$ cat src/rtl/dram_cyc_pkg.sv
package dram_cyc_pkg;

    localparam int LANES = 2;

    typedef enum logic [2:0] {
        CYC_IDLE     = 3'd0,
        CYC_READ     = 3'd1,
        CYC_EWRITE   = 3'd2,
        CYC_RMW      = 3'd3,
        CYC_RAS_ONLY = 3'd4,
        CYC_CBR      = 3'd5,
        CYC_SELF     = 3'd6
    } cyc_kind_e;

    // synchronised strobe bundle; cas_n[1] is the upper lane
    typedef struct packed {
        logic             ras_n;
        logic [LANES-1:0] cas_n;
        logic             we_n;
        logic             oe_n;
    } strobe_t;

    // row cycle that may still take a column access
    function automatic logic takes_column(cyc_kind_e k);
        return (k == CYC_RAS_ONLY) || (k == CYC_READ) ||
               (k == CYC_EWRITE)   || (k == CYC_RMW);
    endfunction

    function automatic logic drives_data(cyc_kind_e k);
        return (k == CYC_READ) || (k == CYC_RMW);
    endfunction

endpackage

$ cat src/rtl/dcc_sync.sv
module dcc_sync #(
    parameter int           W       = 1,
    parameter int           STAGES  = 2,
    parameter logic [W-1:0] RST_VAL = '0
) (
    input  logic         clk,
    input  logic         rst,
    input  logic [W-1:0] d,
    output logic [W-1:0] q
);
    logic [STAGES-1:0][W-1:0] pipe;

    always_ff @(posedge clk) begin
        if (rst) begin
            for (int i = 0; i < STAGES; i++) pipe[i] <= RST_VAL;
        end else begin
            pipe[0] <= d;
            for (int i = 1; i < STAGES; i++) pipe[i] <= pipe[i-1];
        end
    end

    assign q = pipe[STAGES-1];
endmodule

$ cat src/rtl/dcc_refresh_ctr.sv
module dcc_refresh_ctr #(
    parameter int W = 12
) (
    input  logic         clk,
    input  logic         rst,
    input  logic         adv,
    output logic [W-1:0] cnt
);
    always_ff @(posedge clk) begin
        if (rst)      cnt <= '0;
        else if (adv) cnt <= cnt + 1'b1;
    end

    assert_step_R3: assert property (@(posedge clk) disable iff (rst)
        adv |=> cnt == W'($past(cnt) + 1'b1));
    assert_hold_R3: assert property (@(posedge clk) disable iff (rst)
        !adv |=> $stable(cnt));
endmodule

$ cat src/rtl/dcc_lane_out.sv
module dcc_lane_out #(
    parameter int LANES = 2
) (
    input  logic             read_phase,
    input  logic [LANES-1:0] cas_low,
    output logic [LANES-1:0] dout_en
);
    for (genvar i = 0; i < LANES; i++) begin : g_lane
        assign dout_en[i] = read_phase & cas_low[i];
    end
endmodule

$ cat src/rtl/dram_cycle_classifier.sv
module dram_cycle_classifier
    import dram_cyc_pkg::*;
#(
    parameter int ROW_W       = 12,
    parameter int COL_W       = 8,
    parameter int SYNC_STAGES = 2,
    parameter int SREF_CYCLES = 10000
) (
    input  logic             clk,
    input  logic             rst,
    input  logic             ras_n,
    input  logic             lcas_n,
    input  logic             ucas_n,
    input  logic             we_n,
    input  logic             oe_n,
    input  logic [ROW_W-1:0] addr,
    output logic [ROW_W-1:0] row_idx,
    output logic [COL_W-1:0] col_idx,
    output logic [LANES-1:0] lane_en,
    output logic             wr_strobe,
    output logic [LANES-1:0] dout_en,
    output logic [2:0]       cycle_kind,
    output logic             proto_err
);
    localparam int SW     = $bits(strobe_t);
    localparam int SREF_W = $clog2(SREF_CYCLES + 1);

    logic [SW-1:0]    strobe_q;
    strobe_t          s;
    logic [ROW_W-1:0] addr_s;

    dcc_sync #(.W(SW), .STAGES(SYNC_STAGES), .RST_VAL({SW{1'b1}})) u_strobe_sync (
        .clk(clk), .rst(rst),
        .d({ras_n, ucas_n, lcas_n, we_n, oe_n}),
        .q(strobe_q)
    );
    dcc_sync #(.W(ROW_W), .STAGES(SYNC_STAGES), .RST_VAL('0)) u_addr_sync (
        .clk(clk), .rst(rst), .d(addr), .q(addr_s)
    );
    assign s = strobe_t'(strobe_q);

    // one more stage of the strobes for edge detection
    logic             ras_d, we_d;
    logic [LANES-1:0] cas_d;
    always_ff @(posedge clk) begin
        if (rst) begin
            ras_d <= 1'b1;
            cas_d <= '1;
            we_d  <= 1'b1;
        end else begin
            ras_d <= s.ras_n;
            cas_d <= s.cas_n;
            we_d  <= s.we_n;
        end
    end

    logic             ras_fall, ras_rise, ras_low, we_fall;
    logic [LANES-1:0] cas_low, cas_fall;
    assign ras_low  = ~s.ras_n;
    assign ras_fall = ras_d & ~s.ras_n;
    assign ras_rise = ~ras_d & s.ras_n;
    assign we_fall  = we_d & ~s.we_n;
    assign cas_low  = ~s.cas_n;
    assign cas_fall = cas_d & ~s.cas_n;

    cyc_kind_e        kind;
    logic [ROW_W-1:0] rf_cnt;
    logic             rf_adv;
    logic [SREF_W-1:0] sref_cnt;
    logic             cbr_armed;

    assign rf_adv = ras_rise && (kind == CYC_CBR || kind == CYC_SELF);

    dcc_refresh_ctr #(.W(ROW_W)) u_rfsh (
        .clk(clk), .rst(rst), .adv(rf_adv), .cnt(rf_cnt)
    );

    always_ff @(posedge clk) begin
        if (rst) begin
            kind      <= CYC_IDLE;
            row_idx   <= '0;
            col_idx   <= '0;
            lane_en   <= '0;
            wr_strobe <= 1'b0;
            proto_err <= 1'b0;
            cbr_armed <= 1'b0;
            sref_cnt  <= '0;
        end else begin
            wr_strobe <= 1'b0;
            proto_err <= 1'b0;
            if (ras_fall) begin
                cbr_armed <= 1'b0;
                sref_cnt  <= '0;
                lane_en   <= '0;
                if (|cas_low) begin
                    kind    <= CYC_CBR;
                    row_idx <= rf_cnt;
                end else begin
                    kind    <= CYC_RAS_ONLY;
                    row_idx <= addr_s;
                end
            end else if (ras_rise) begin
                kind     <= CYC_IDLE;
                lane_en  <= '0;
                sref_cnt <= '0;
            end else if (ras_low) begin
                if (kind == CYC_CBR) begin
                    if (|cas_low) begin
                        if (sref_cnt == SREF_W'(SREF_CYCLES - 1)) kind <= CYC_SELF;
                        else sref_cnt <= sref_cnt + 1'b1;
                    end
                end else if (takes_column(kind)) begin
                    if (|cas_fall) begin
                        col_idx <= addr_s[COL_W-1:0];
                        lane_en <= cas_low;
                        if (!s.we_n) begin
                            kind      <= CYC_EWRITE;
                            wr_strobe <= 1'b1;
                        end else begin
                            kind <= CYC_READ;
                        end
                    end else if (we_fall && kind == CYC_READ && (|cas_low)) begin
                        kind      <= CYC_RMW;
                        wr_strobe <= 1'b1;
                    end
                end
            end else begin
                // row strobe high: a column fall may be the set-up of a counter refresh
                if (|cas_fall) begin
                    cbr_armed <= 1'b1;
                end else if (cbr_armed && !(|cas_low)) begin
                    cbr_armed <= 1'b0;
                    proto_err <= 1'b1;
                end
            end
        end
    end

    logic read_phase;
    assign read_phase = drives_data(kind) & ras_low & s.we_n & ~s.oe_n;

    dcc_lane_out #(.LANES(LANES)) u_lane_out (
        .read_phase(read_phase), .cas_low(cas_low), .dout_en(dout_en)
    );

    assign cycle_kind = kind;

    // counter refresh takes its row from the counter
    assert_cbr_row_R2: assert property (@(posedge clk) disable iff (rst)
        (ras_fall && (|cas_low)) |=> (kind == CYC_CBR && row_idx == $past(rf_cnt)));
    assert_refresh_quiet_R9: assert property (@(posedge clk) disable iff (rst)
        (kind == CYC_RAS_ONLY || kind == CYC_CBR || kind == CYC_SELF) |-> dout_en == '0);
    assert_ewrite_hiz_R7: assert property (@(posedge clk) disable iff (rst)
        (kind == CYC_EWRITE) |-> dout_en == '0);
    assert_write_kind_R8: assert property (@(posedge clk) disable iff (rst)
        wr_strobe |-> (kind == CYC_EWRITE || kind == CYC_RMW));
    assert_idle_on_rise_R10: assert property (@(posedge clk) disable iff (rst)
        ras_rise |=> (kind == CYC_IDLE && lane_en == '0));
    assert_err_quiet_R11: assert property (@(posedge clk) disable iff (rst)
        proto_err |-> (kind == CYC_IDLE && $stable(col_idx)));
endmodule

$ cat config.mk
export PLATFORM = sky130hd
export DESIGN_NAME = dram_cycle_classifier
export DESIGN_NICKNAME = d
export VERILOG_FILES = /design/src/rtl/dram_cyc_pkg.sv /design/src/rtl/dcc_sync.sv /design/src/rtl/dcc_refresh_ctr.sv /design/src/rtl/dcc_lane_out.sv /design/src/rtl/dram_cycle_classifier.sv
export SDC_FILE = /design/constraint.sdc
export NUM_CORES = 1
export LEC_CHECK = 0
export BUFFER_PORTS_ARGS = -buffer_cell sky130_fd_sc_hd__buf_2
export CORE_MARGIN = 2
export CORE_UTILIZATION = 56
export DETAILED_ROUTE_END_ITERATION = 7
export PLACE_DENSITY = 0.78
export SYNTH_ARGS = -nofsm -noshare
export SYNTH_HDL_FRONTEND = slang
export SYNTH_SLANG_ARGS = --single-unit
$ cat constraint.sdc
create_clock -name clk -period 2.6 [get_ports clk]
set_input_delay 0.13 -clock clk [delete_from_list [all_inputs] [get_ports clk]]
set_output_delay 0.13 -clock clk [all_outputs]
set_load 0.01 [all_outputs]
==> impl_metrics.ini <==
[critical_path]
cp_data_arrival_time_ps = 2220
crit_path_max_fanout = 6
worst_setup_path_end_kind = flip-flop
critPathTopFamily = simple AND/OR/NAND/NOR gates
path_buf_inv = 0
slowest_delay_ps = 510
cp_slowest_cell = or4b_1
cp-start-kind = flip-flop
path_class = reg2reg
cp.required_ps = 2840
crit_path_cell_trace = or4b_1 > and4bb_4 > a31oi_4 > a21oi_4 > mux2_1

[cts]
cts_buffer_depth = 2
cts_resized = 0
cts-root-buf = clkbuf_8
cts_tree = done
h-tree-depth = 3
path_clk_slew_ps = 80
cts_buffers = 9
hold_buffers = 15
clk_latency_ps = 350
postCtsSetupRepairBufs = 0
clock-sinks = 92

[logic_synthesis]
synth-seq-area-share_pct = 52.2
synth_nets = 395
syn_area_per_cell_sq_um = 9.54
yosysUniqueCellTypes = 50
synth_edf_count = 0
synth_cells = 370
ys.flop_type = dfxtp_1
synth-seq-cells = 92
ys_async_sr_fraction_pct = 0
synth_warnings = 0
synth_area_sq_mm = 0.00353

[power]
power.leakage_nw = 1.70
pwr-share-seq_pct = 58.2
switching_share_pct = 22.3
p_clk_share_pct = 35.9
comb_power_share_pct = 5.9
internal_power_mw = 1.96
power.density_mw_per_mm2 = 607
peakVddDrop_mv = 0.475
p_switching_mw = 0.562

[sta]
rsz0062_at_grt = no
fmax_mhz = 504
worstMarginPinSlew_ps = 609
finalClockSkew_ps = 5.94
slew_viol_final = 0
setup_violations = 0
fin_tns_setup_ps = 0
finalHoldViolCount = 0
whs_ps = 27.6
relSlewSlack_pct = 59.4
min_period_over_period_pct = 76.3
fin_crit_ps = 1980

[drt]
drt-pass1-iter-count = 4
drt-initial-drc-count = 136
wl_per_cell_microns = 13.1
vias = 2665
drc = 0
viasPerCell = 5.24
final_antenna_net_count = 0
drt_wl_total_microns = 6680

[global_route]
grt_first_pass_wirelength_microns = 11200
antenna_found_initial = 0
grt_max_degree = 69
first_global_vias = 2482
overflow = 0
grtUsageTotal_pct = 19.8

[floorplan]
die_h_microns = 83.4
io_pins = 48
row_count = 28
dieArea_sq_mm = 0.00695
start_util_pct = 58.9
coreArea_sq_mm = 0.00599
die_x_microns = 83.4

[cells_and_area]
nets = 454
post-route-util_pct = 69.3
multi_input_area_sq_mm = 0.00160
diodes = 0
area_delta_synth_final_pct = 17.6
drive_above_1_share_pct = 19.8
fill_cells = 468
regArea_sq_mm = 0.00184
instances_no_fill = 509

[run_status]
status = completed

[place]
place_congestion = 0.867
placed_cells = 478
port_buffers = 47
post-dp-hpwl_microns = 4570

[min_path]
min_path_type = in2reg

[job]
drv_cap = 0
cells in the mapped netlist (8+ instances only):
cell type	number	area, sq um
a311oi_1	12	105
clkbuf_1	16	60.1
dfxtp_1	92	1840
mux2i_1	11	110
nand2_1	45	169
nand4_1	8	50.1
nor2_1	49	184
nor2b_1	26	163
or2_2	13	81.3
xnor2_1	9	78.8
xor2_1	13	114
layout by cell type (no fill, tap or decap), types with 4 or more instances in the layout:
cell type | Yosys | layout
nor2_1 | 49 | 49
a311oi_1 | 12 | 12
and3_1 | 5 | 5
mux2i_1 | 11 | 11
buf_2 | 1 | 47
dfxtp_1 | 92 | 92
or3_1 | 4 | 4
nor2b_1 | 26 | 26
nor3_1 | 4 | 4
a21oi_1 | 5 | 5
ha_1 | 6 | 6
xor2_1 | 13 | 13
xnor2_1 | 9 | 9
or2_2 | 13 | 13
nand2_1 | 45 | 45
clkbuf_8 | 0 | 9
nand4_1 | 8 | 8
inv_1 | 4 | 4
nand3_1 | 6 | 6
dlygate4sd3_1 | 0 | 15
final cells by class:
cell class / count / area share [%]
sequential: 92 / 44.4
timing repair buffer: 65 / 9.83
inverter: 5 / 0.452
clock inverter: 5 / 1.27
tap: 75 / 2.26
clock buffer: 11 / 3.17
multi-input combinational: 256 / 38.6
kinds of logic (layout without fill, tap and decap cells):
family                     count (synthesis)  in the layout  synth area share (%)
DFF                                       92             92                  52.2
adders and majority gates                  6              6                  2.13
buffers and inverters                     22             86                  2.38
muxes                                     12             12                  3.44
xor gates and xnor gates                  22             22                  5.46
AOI/OAI and AO/OA                         34             34                  7.70
and+or+nand+nor                          182            182                  26.7
layer usage:
metal / up-vias / part of all wire (%) / track usage (%)
met3: 12 / 3.6 / 3.68
li1: 1371 / - / -
met5: - / 0 / 0
met2: 47 / 49 / 32.3
met1: 1235 / 46 / 25.1
met4: 0 / 2.0 / 9.69
registers in the layout, summed over array words and instances, names as in the netlist, 5 cells and up:
name,count
sref_cnt,14
u_addr_sync.pipe,12
u_addr_sync.q,12
row_idx,12
u_strobe_sync.q,5
u_strobe_sync.pipe,5
col_idx,8
u_rfsh.cnt,12
metrics by stage:
step           instance area (sq um)  setup WS [ps]  power, mW
2_1_floorplan                   3530            711       1.58
6_report                        4150            615       2.52
3_3_place_gp                    3810            655       1.63
4_1_cts                         4150            610       2.54
5_1_grt                         4150            468       2.62
3_5_place_dp                    3810            625       1.63
worst paths after layout:
path	from	to	slack, ps	cells after the start
min	addr[3]	u_addr_sync.pipe[3]$_SDFF_PP0_	30	2
max	sref_cnt[4]$_SDFFE_PP0P_	cycle_kind[1]$_SDFFE_PP0P_	620	5
max reg2reg	sref_cnt[4]$_SDFFE_PP0P_	cycle_kind[1]$_SDFFE_PP0P_	620	5
min reg2reg	u_strobe_sync.pipe[0]$_SDFF_PP1_	u_strobe_sync.q[0]$_SDFF_PP1_	410	1
power by group through the flow:
stage          combinational [mW]  sequential [mW]  clock (mW)
2_1_floorplan              0.0872             1.50           0
3_3_place_gp                0.130             1.50           0
3_5_place_dp                0.132             1.50           0
4_1_cts                     0.150             1.47       0.928
5_1_grt                     0.166             1.47       0.985
6_report                    0.149             1.47       0.903
(Power assumes the default switching activity.)
